`config.mk`:
```
export PLATFORM = sky130hd
export DESIGN_NAME = irq_cause_ctrl
export DESIGN_NICKNAME = d
export VERILOG_FILES = /design/src/rtl/irq_bank_pkg.sv /design/src/rtl/irq_cause_bank.sv /design/src/rtl/irq_summary.sv /design/src/rtl/irq_cause_ctrl.sv
export SDC_FILE = /design/constraint.sdc
export NUM_CORES = 1
export LEC_CHECK = 0
export BUFFER_PORTS_ARGS = -buffer_cell sky130_fd_sc_hd__buf_2
export CORE_ASPECT_RATIO = 0.9
export CORE_MARGIN = 4
export CORE_UTILIZATION = 25
export CTS_CLUSTER_SIZE = 20
export DETAILED_ROUTE_END_ITERATION = 12
export PLACE_DENSITY_LB_ADDON = 0.1
export SLEW_MARGIN = 40
export SYNTH_ARGS = -nofsm -noshare
export SYNTH_HDL_FRONTEND = slang
export SYNTH_SLANG_ARGS = --single-unit
```
`constraint.sdc`:
```
create_clock -name clk_i -period 3.7 [get_ports clk_i]
set_clock_uncertainty 0.05 [all_clocks]
set_input_delay 0.555 -clock clk_i [delete_from_list [all_inputs] [get_ports clk_i]]
set_output_delay 0.555 -clock clk_i [all_outputs]
set_load 0.01 [all_outputs]
```
`src/rtl/irq_bank_pkg.sv`:
```
package irq_bank_pkg;
    localparam int IRQ_NBANK = 3;
    localparam int IRQ_DW    = 32;
    localparam int IRQ_REG_W = 3;
    localparam int IRQ_BLK_W = $clog2(IRQ_NBANK + 1);
    localparam int IRQ_AW    = IRQ_BLK_W + IRQ_REG_W;

    // register selectors inside a bank
    localparam logic [IRQ_REG_W-1:0] REG_CAUSE = 3'd0;
    localparam logic [IRQ_REG_W-1:0] REG_MSET  = 3'd1;
    localparam logic [IRQ_REG_W-1:0] REG_MCLR  = 3'd2;
    localparam logic [IRQ_REG_W-1:0] REG_CSET  = 3'd3;
    localparam logic [IRQ_REG_W-1:0] REG_MODE  = 3'd4;
    localparam logic [IRQ_REG_W-1:0] REG_MVAL  = 3'd5;

    // register selectors inside the summary block
    localparam logic [IRQ_REG_W-1:0] SUM_CAUSE = 3'd0;
    localparam logic [IRQ_REG_W-1:0] SUM_MASK  = 3'd1;
endpackage

```
`src/rtl/irq_cause_bank.sv`:
```
module irq_cause_bank
    import irq_bank_pkg::*;
#(
    parameter int DW = IRQ_DW
) (
    input  logic                 clk_i,
    input  logic                 rst_ni,
    input  logic [DW-1:0]        evt_i,
    input  logic                 sel_i,
    input  logic                 wr_i,
    input  logic                 rd_i,
    input  logic [IRQ_REG_W-1:0] reg_i,
    input  logic [DW-1:0]        wdata_i,
    output logic [DW-1:0]        rdata_o,
    output logic                 pending_o
);
    typedef struct packed {
        logic [DW-1:0] cause;
        logic [DW-1:0] mask;
        logic [DW-1:0] mode;
    } bank_st_t;

    bank_st_t st_d, st_q;
    logic [DW-1:0] clr_bits, set_bits;
    logic          cause_rd, cause_acc;

    assign cause_rd  = sel_i && rd_i && (reg_i == REG_CAUSE);
    assign cause_acc = sel_i && (rd_i || wr_i) && (reg_i == REG_CAUSE);

    always_comb begin
        st_d     = st_q;
        clr_bits = '0;
        set_bits = '0;
        if (cause_rd) begin
            clr_bits = clr_bits | st_q.mode;
        end
        if (sel_i && wr_i) begin
            case (reg_i)
                REG_CAUSE: clr_bits = clr_bits | (wdata_i & ~st_q.mode);
                REG_MSET:  st_d.mask = st_q.mask | wdata_i;
                REG_MCLR:  st_d.mask = st_q.mask & ~wdata_i;
                REG_CSET:  set_bits = wdata_i;
                REG_MODE:  st_d.mode = wdata_i;
                default:   ;
            endcase
        end
        // events are ORed in last so they win over a clear
        st_d.cause = (st_q.cause & ~clr_bits) | set_bits | evt_i;
    end

    always_ff @(posedge clk_i or negedge rst_ni) begin
        if (!rst_ni) begin
            st_q.cause <= '0;
            st_q.mask  <= '1;
            st_q.mode  <= '0;
        end else begin
            st_q <= st_d;
        end
    end

    always_comb begin
        case (reg_i)
            REG_CAUSE: rdata_o = st_q.cause;
            REG_MODE:  rdata_o = st_q.mode;
            REG_MVAL:  rdata_o = st_q.mask;
            default:   rdata_o = '0;
        endcase
    end

    assign pending_o = |(st_q.cause & ~st_q.mask);


    evt_latch_chk: assert property (@(posedge clk_i) disable iff (!rst_ni)
        (|evt_i) |=> ((st_q.cause & $past(evt_i)) == $past(evt_i)));


    mask_set_chk: assert property (@(posedge clk_i) disable iff (!rst_ni)
        (sel_i && wr_i && reg_i == REG_MSET) |=> ((st_q.mask & $past(wdata_i)) == $past(wdata_i)));


    mask_clr_chk: assert property (@(posedge clk_i) disable iff (!rst_ni)
        (sel_i && wr_i && reg_i == REG_MCLR) |=> ((st_q.mask & $past(wdata_i)) == '0));


    cause_hold_chk: assert property (@(posedge clk_i) disable iff (!rst_ni)
        !cause_acc |=> ((st_q.cause & $past(st_q.cause)) == $past(st_q.cause)));


    cor_read_chk: assert property (@(posedge clk_i) disable iff (!rst_ni)
        (cause_rd && !wr_i) |=> ((st_q.cause & $past(st_q.mode & ~evt_i)) == '0));
endmodule

```
`src/rtl/irq_summary.sv`:
```
module irq_summary
    import irq_bank_pkg::*;
#(
    parameter int NB = IRQ_NBANK,
    parameter int DW = IRQ_DW
) (
    input  logic                 clk_i,
    input  logic                 rst_ni,
    input  logic [NB-1:0]        pending_i,
    input  logic                 sel_i,
    input  logic                 wr_i,
    input  logic                 rd_i,
    input  logic [IRQ_REG_W-1:0] reg_i,
    input  logic [DW-1:0]        wdata_i,
    output logic [DW-1:0]        rdata_o,
    output logic                 irq_o
);
    typedef struct packed {
        logic [NB-1:0] pcause;
        logic [DW-1:0] pmask;
    } sum_st_t;

    sum_st_t st_d, st_q;
    logic    pc_rd, pm_wr;

    assign pc_rd = sel_i && rd_i && (reg_i == SUM_CAUSE);
    assign pm_wr = sel_i && wr_i && (reg_i == SUM_MASK);

    always_comb begin
        st_d = st_q;
        if (pc_rd) begin
            st_d.pcause = '0;
        end
        st_d.pcause = st_d.pcause | pending_i;
        if (pm_wr) begin
            st_d.pmask = wdata_i;
        end
    end

    always_ff @(posedge clk_i or negedge rst_ni) begin
        if (!rst_ni) begin
            st_q.pcause <= '0;
            st_q.pmask  <= '1;
        end else begin
            st_q <= st_d;
        end
    end

    always_comb begin
        case (reg_i)
            SUM_CAUSE: rdata_o = DW'(st_q.pcause);
            SUM_MASK:  rdata_o = st_q.pmask;
            default:   rdata_o = '0;
        endcase
    end

    assign irq_o = |(st_q.pcause & ~st_q.pmask[NB-1:0]);


    pend_capture_chk: assert property (@(posedge clk_i) disable iff (!rst_ni)
        (|pending_i) |=> ((st_q.pcause & $past(pending_i)) == $past(pending_i)));


    sum_clear_chk: assert property (@(posedge clk_i) disable iff (!rst_ni)
        (pc_rd && pending_i == '0) |=> (st_q.pcause == '0));


    pmask_write_chk: assert property (@(posedge clk_i) disable iff (!rst_ni)
        pm_wr |=> (st_q.pmask == $past(wdata_i)));


    irq_source_chk: assert property (@(posedge clk_i) disable iff (!rst_ni)
        $rose(irq_o) |-> (st_q.pcause != '0));
endmodule

```
`src/rtl/irq_cause_ctrl.sv`:
```
module irq_cause_ctrl
    import irq_bank_pkg::*;
(
    input  logic                        clk_i,
    input  logic                        rst_ni,
    input  logic [IRQ_NBANK*IRQ_DW-1:0] hw_evt_i,
    input  logic                        wr_i,
    input  logic                        rd_i,
    input  logic [IRQ_AW-1:0]           addr_i,
    input  logic [IRQ_DW-1:0]           wdata_i,
    output logic [IRQ_DW-1:0]           rdata_o,
    output logic                        irq_o
);
    localparam int NB = IRQ_NBANK;
    localparam int DW = IRQ_DW;
    localparam logic [IRQ_BLK_W-1:0] SUM_BLK = IRQ_BLK_W'(NB);

    logic [IRQ_BLK_W-1:0] blk;
    logic [IRQ_REG_W-1:0] regsel;
    logic [DW-1:0]        bank_rdata [NB];
    logic [NB-1:0]        bank_pend;
    logic [DW-1:0]        sum_rdata;
    logic [DW-1:0]        rdata_d, rdata_q;

    assign blk    = addr_i[IRQ_AW-1 -: IRQ_BLK_W];
    assign regsel = addr_i[IRQ_REG_W-1:0];

    for (genvar g = 0; g < NB; g++) begin : g_bank
        irq_cause_bank #(.DW(DW)) u_bank (
            .clk_i     (clk_i),
            .rst_ni    (rst_ni),
            .evt_i     (hw_evt_i[g*DW +: DW]),
            .sel_i     (blk == IRQ_BLK_W'(g)),
            .wr_i      (wr_i),
            .rd_i      (rd_i),
            .reg_i     (regsel),
            .wdata_i   (wdata_i),
            .rdata_o   (bank_rdata[g]),
            .pending_o (bank_pend[g])
        );
    end

    irq_summary #(.NB(NB), .DW(DW)) u_sum (
        .clk_i     (clk_i),
        .rst_ni    (rst_ni),
        .pending_i (bank_pend),
        .sel_i     (blk == SUM_BLK),
        .wr_i      (wr_i),
        .rd_i      (rd_i),
        .reg_i     (regsel),
        .wdata_i   (wdata_i),
        .rdata_o   (sum_rdata),
        .irq_o     (irq_o)
    );

    always_comb begin
        rdata_d = rdata_q;
        if (rd_i) begin
            rdata_d = '0;
            if (blk == SUM_BLK) begin
                rdata_d = sum_rdata;
            end
            for (int b = 0; b < NB; b++) begin
                if (blk == IRQ_BLK_W'(b)) begin
                    rdata_d = bank_rdata[b];
                end
            end
        end
    end

    always_ff @(posedge clk_i or negedge rst_ni) begin
        if (!rst_ni) begin
            rdata_q <= '0;
        end else begin
            rdata_q <= rdata_d;
        end
    end

    assign rdata_o = rdata_q;


    rdata_hold_chk: assert property (@(posedge clk_i) disable iff (!rst_ni)
        !rd_i |=> $stable(rdata_o));
endmodule

```
==> impl_metrics.yaml, run 1 <==
cells_and_area:
  nets: 1930
  n_antenna_cell: 0
  syn_to_final_growth_pct: 17.8
  drive_above_1_share: 0.305
  design_area_um2: 21800
  nFillCells: 7609
power_and_ir_drop:
  power.density_nw_per_um2: 505
  ir_drop_uv: 274
  leakage_uw: 0.00885
setup_path:
  arrival_ns: 2.75
  cp-start-kind: "primary input"
  critPathKind: "primary input to flip-flop"
  worstPathMaxFanout: 16
  end_kind: "flip-flop"
  cp.required_ns: 4.09
clocking:
  hold_buffers: 1
  cts.htree.levels: 2
  clock-sinks: 355
  cts_setup_buffers: 0
  cts_max_path_buffers: 3
  clk_latency_ns: 0.58
  cts_root_buf: "clkbuf_16"
  cts_buffers: 43
  cts_tree: "built"
  clkTransAtPathRegs_ns: 0.06
  cts_resized: 0
route:
  ant_nets: 0
  first_iter_violations: 1164
  vias_per_cell: 5.47
  vias: 15200
  wirelength_mm: 83.8
  drt-pass1-iter-count: 5
  routedWlPerCell_um: 30.1
  drc: 0
sta:
  finalCritPeriodShare: 0.638
  worst_pin_slew_ns: 0.809
  slew_headroom: 0.461
  setup_viol: 0
  hold_slack_ns: 0.118
  fmax_ghz: 0.424
  grt_setup_unrepaired: "no"
  hold_viol: 0
  finalSetupTns_ns: 0
  finalCriticalPeriod_ns: 2.36
  setup_ws_ns: 1.34
  maxSlewViolCount: 0
floorplan:
  start_util: 0.253
  dieHeight_um: 266
  dieArea_um2: 78600
  rows: 94
  dieWidth_um: 295
  io_pins: 170
  core_area_um2: 73300
global_routing:
  met1_usage: 0.298
  grt_pass1_vias: 15700
  grt_max_degree: 97
  grt_pass1_wl_mm: 120
  busiest_layer: "met2"
  grt_use_met3: 0.0362
  grt.overflow.total: 0
  track_usage: 0.210
  met2_usage: 0.337
  antenna_found_initial: 1
flow_run:
  drv_cap: 0
synth:
  synthXorXnorAreaFrac: 0
  synth-compound-area-share: 0.229
  synthTopCellsByArea: "dfrtp_1 (31%), dfstp_2 (18%), mux2_2 (7.7%), a31oi_1 (5.4%), mux2i_1 (5.3%)"
  syn-mean-instance-area_um2: 10.9
  synth_top_area_frac: 0.306
  netlist_instances: 1703
  synthAdderAreaFrac: 0
  synth_fp_nets: 1840
  muxShareOfSynthArea: 0.131
  yosys.area_share.simple: 0.0996
  synth_area_um2: 18500
  ys_seq_elements: 355
  synth.largest_area_cell: "dfrtp_1"
  synth_top_family_by_area: "compound AO/OA/AOI/OAI gates"
  yosys_warnings: 0
  synthDistinctLibCells: 43
  ys_seq_area_frac: 0.488
placement:
  pre_cts_ws_ns: 0.795
  place_congestion: 0.773
  postPlaceCellArea_um2: 20500
  dp_hpwl_mm: 54.7
  io_buffers: 169
run_status:
  status: "finished clean"
min_path:
  min_path_type: "primary input to flip-flop"
## routing by layer
metal  vias up  routed length, um
met5         -                  0
met4         0               1710
met3        88               4490
met2       454              38700
met1      7948              38900
li1       6737                  -
## power by group
part / internal, uW / total, uW / switching (uW)
clock network: 2410 / 4190 / 1780
registers: 4620 / 5120 / 506
logic: 734 / 1720 / 984
total: 7760 / 11000 / 3260
## synth_stat cells, drive strengths merged
master	instances
o2111ai	13
buf	67
o221ai	1
mux2i	99
a31oi	160
clkbuf	108
nor2	36
nor4	12
nand2b	40
a311o	64
o21ai	2
nor3b	4
mux2	128
and2	2
nand4	3
nand3	1
nor2b	54
and3b	1
a22oi	88
nand3b	50
a211o	4
a221o	28
a21oi	66
or4b	1
or3	1
a221oi	19
or2	1
o22ai	24
and3	49
nor3	4
inv	64
nand2	57
o211ai	2
o2bb2ai	95
dfrtp	227
dfstp	128
## area by class of cell
class / instances / area [um2] / share of cell area
inverter: 64 / 240 / 0.0110
multi-input combinational: 1109 / 8620 / 0.395
timing repair buffer: 220 / 1390 / 0.0637
clock buffer: 71 / 1270 / 0.0583
sequential: 355 / 9040 / 0.414
tap: 960 / 1200 / 0.0550
clock inverter: 7 / 75.1 / 0.00344
## path summary, 6_finish.rpt
| kind | from | cells past startpoint | end | slack [ns] |
|---|---|---|---|---|
| min in group asynchronous | rst_ni | 2 | g_bank[0].u_bank.st_q[70]$_DFF_PN0_ | 0.38 |
| setup reg to reg | flip-flop | 4 | u_sum.st_q[34]$_DFF_PN0_ | 1.74 |
| max in group asynchronous | rst_ni | 4 | u_sum.st_q[15]$_DFFE_PN1P_ | 2.09 |
| hold reg to reg | flip-flop | 2 | flip-flop | 0.48 |
| hold / removal | hw_evt_i[56] | 2 | g_bank[1].u_bank.st_q[88]$_DFF_PN0_ | 0.12 |
| setup / recovery | addr_i[4] | 6 | g_bank[2].u_bank.st_q[82]$_DFF_PN0_ | 1.34 |
## through the flow
stage,std cells,util,power (uW)
after global placement,2706,0.279,6860
after detailed placement,2706,0.279,6900
after floorplan,1703,-,6010
after CTS,2785,0.298,11200
after global routing,2786,0.298,11600
final,2786,0.298,11000
## worst max-delay path, stage by stage
cell      delay, ns
buf_2          0.28
nand3b_1       0.43
nor2_4         0.73
buf_4          0.33
a22oi_1        0.09
a221o_1        0.31
## cells by family after synthesis
family / count (synthesis)
mux: 227
flops: 355
simple gates: 316
buf+inv: 239
compound gates: 566
## placed cells by master, fill, tap and decap left out, drive strengths merged
cell         synthesis  final
dfrtp              227    227
buf                 67    218
a31oi              160    160
dfstp              128    128
mux2               128    128
mux2i               99     99
o2bb2ai             95     95
a22oi               88     88
clkbuf             108     72
a21oi               66     66
inv                 64     65
a311o               64     64
nand2               57     57
nor2b               54     54
nand3b              50     50
and3                49     49
nand2b              40     40
nor2                36     36
a221o               28     28
o22ai               24     24
a221oi              19     19
o2111ai             13     13
nor4                12     12
clkinv               0      5
a211o                4      4
nor3                 4      4
nor3b                4      4
nand4                3      3
o21ai                2      2
o211ai               2      2
and2                 2      2
or4b                 1      1
or2                  1      1
or3                  1      1
and3b                1      1
o221ai               1      1
nand3                1      1
bufinv               0      1
dlygate4sd3          0      1
No activity file was read; power rests on OpenSTA's default activity.
==> inputs of run 2 (changes only) <==
- ABC_AREA: default -> 1
- clock period: 3.7 -> 2.39 ns (I/O delays scaled with it)
==> impl_metrics.yaml, run 2 <==
floorplan:
  dieHeight_um: 271
  start_util: 0.252
  dieArea_um2: 81500
  dieWidth_um: 301
  rows: 96
  core_area_um2: 76300
  io_pins: 170
synth:
  yosys-top-cells-count: "nand2_1 (618), nand3_1 (289), nor2_1 (253), a21oi_1 (236), dfrtp_1 (227)"
  synth_area_um2: 19300
  ys_seq_area_frac: 0.470
  synth_fp_nets: 2734
  yosys_warnings: 0
  synth.most_common_cell: "nand2_1"
  synth_top_family_by_area: "simple AND/OR/NAND/NOR gates"
  ys_seq_elements: 355
  netlist_instances: 2597
  synth.largest_area_cell: "dfrtp_1"
  syn-mean-instance-area_um2: 7.42
  synthTopCellsByArea: "dfrtp_1 (29%), dfstp_2 (17%), nand2_1 (12%), nand3_1 (7.5%), a21oi_1 (6.1%)"
  synthXorXnorAreaFrac: 0
  synth_edf_count: 0
  async_flop_share: 1.00
  ys.flop_type: "dfrtp_1"
  yosys.area_share.simple: 0.287
  synthAdderAreaFrac: 0
  muxShareOfSynthArea: 0
  synth-compound-area-share: 0.167
  synthDistinctLibCells: 29
  synth_top_area_frac: 0.295
clocking:
  hold_buffers: 90
  cts_buffers: 47
  cts_max_path_buffers: 3
  cts_root_buf: "clkbuf_16"
  cts_setup_buffers: 0
  clk_latency_ns: 0.60
  clkTransAtPathRegs_ns: 0.06
  cts_resized: 0
  cts_tree: "built"
  clock-sinks: 355
  cts.htree.levels: 2
global_routing:
  met1_usage: 0.322
  grt_pass1_vias: 19500
  grt.overflow.total: 0
  grt_max_degree: 105
  track_usage: 0.224
  antenna_found_initial: 5
  grt_use_met3: 0.0287
  busiest_layer: "met2"
  met2_usage: 0.352
  grt_pass1_wl_mm: 136
route:
  drt-pass1-iter-count: 6
  routedWlPerCell_um: 24.0
  first_iter_violations: 1798
  drc: 0
  vias: 19900
  ant_nets: 0
  wirelength_mm: 93.4
  vias_per_cell: 5.12
sta:
  fmax_ghz: 0.486
  finalSetupTns_ns: 0
  finalCriticalPeriod_ns: 2.06
  setup_viol: 0
  finalCritPeriodShare: 0.860
  grt_setup_unrepaired: "no"
  hold_slack_ns: 0.0324
  hold_viol: 0
  slew_headroom: 0.545
  worst_pin_slew_ns: 0.682
  maxSlewViolCount: 0
power_and_ir_drop:
  intPower_uw: 12900
  power_frac_clock: 0.376
  power_frac_comb: 0.188
  leakage_uw: 0.0109
  power.density_nw_per_um2: 782
  total_power_uw: 18900
  p_switching_uw: 5970
  ir_drop_uv: 496
  seqPwrFrac: 0.436
  swShare: 0.317
cells_and_area:
  final_cell_mix: "nand2_1 (616), nand3_1 (289), nor2_1 (253), a21oi_1 (236), dfrtp_1 (227)"
  nFillCells: 8119
  fin_util: 0.316
  syn_to_final_growth_pct: 25.2
  design_area_um2: 24100
  multiInputGateArea_um2: 8760
  layout_commonest_cell: "nand2_1"
  drive_above_1_share: 0.173
  final-seq-area_um2: 9040
  n_antenna_cell: 0
  nets: 2959
placement:
  postPlaceCellArea_um2: 21700
  io_buffers: 169
  place_congestion: 0.821
  dp_hpwl_mm: 58.1
run_status:
  status: "finished clean"
flow_run:
  drv_cap: 0
setup_path:
  cp.required_ns: 1.98
  arrival_ns: 1.65
  critPathKind: "flip-flop to output port"
  end_kind: "output port"
  rrSetupSlack_ns: 0.51
  reg2reg_to: "u_sum.st_q[33]$_DFF_PN0_"
  worstPathMaxFanout: 2
  ff2ff_path_depth: 7
  cp-start-kind: "flip-flop"
min_path:
  min_path_type: "primary input to flip-flop"
  hold_depth: 3
  min_to: "g_bank[0].u_bank.st_q[70]$_DFF_PN0_"
  min-delay-start: "wdata_i[6]"
==> run 2: cell count changes after synthesis, moves of 105 or more <==
cell / change
o21ai_0: +173
nand2_1: +561
nor2_1: +219
nand3_1: +288
inv_1: +105
mux2_2: -127
a21oi_1: +170
==> run 2: cell type report <==
type | count | share of cell area
repair buffers | 351 | 0.115
clock buffers | 77 | 0.0581
multi-input cells | 1877 | 0.363
clock inverters | 11 | 0.00509
flip-flops and latches | 355 | 0.375
inverters | 190 | 0.0298
well taps | 1029 | 0.0534
==> run 2: worst max-delay path, stage by stage (launching register included) <==
cell and delay (ns):
dfstp_2 0.53, inv_1 0.05, nand2_1 0.06, o211ai_1 0.20, buf_2 0.21
==> run 2: worst max path at each step <==
stage | start | end | slack [ns] | depth (start not counted)
after detailed placement | addr_i[4] | g_bank[2].u_bank.st_q[68]$_DFF_PN0_ | 0.27 | 9
after global routing | flip-flop | u_sum.st_q[33]$_DFF_PN0_ | 0.25 | 7
final | u_sum.st_q[1]$_DFFE_PN1P_ | irq_o | 0.33 | 4
after floorplan | addr_i[0] | g_bank[0].u_bank.st_q[10]$_DFFE_PN0P_ | 0.84 | 8
after global placement | addr_i[4] | g_bank[2].u_bank.st_q[66]$_DFF_PN0_ | 0.28 | 9
after CTS | u_sum.st_q[1]$_DFFE_PN1P_ | irq_o | 0.27 | 4
==> run 2: metal layers <==
metal / routed length [um] / up-vias
li1: - / 9237
met1: 43100 / 9789
met2: 41700 / 755
met3: 5920 / 145
met4: 2670 / 0
met5: 0 / -
==> run 2: stage by stage <==
step	worst slack [ns]	cells
CTS	0.274	3890
detailed placement	0.267	3712
floorplan	0.840	2597
finish	0.333	3890
global placement	0.278	3712
global route	0.246	3890
==> run 2: power by group through the flow <==
stage | combinational [uW] | sequential (uW) | clock (uW)
after floorplan | 2130 | 8050 | 0
after global placement | 3390 | 8270 | 0
after detailed placement | 3440 | 8290 | 0
after CTS | 3560 | 8200 | 7330
after global routing | 4000 | 8370 | 7570
final | 3540 | 8220 | 7100
==> run 2: cell families after synthesis <==
logic type             count (synthesis)
and+or+nand+nor                     1285
DFF                                  355
buffers and inverters                365
AOI/OAI and AO/OA                    592
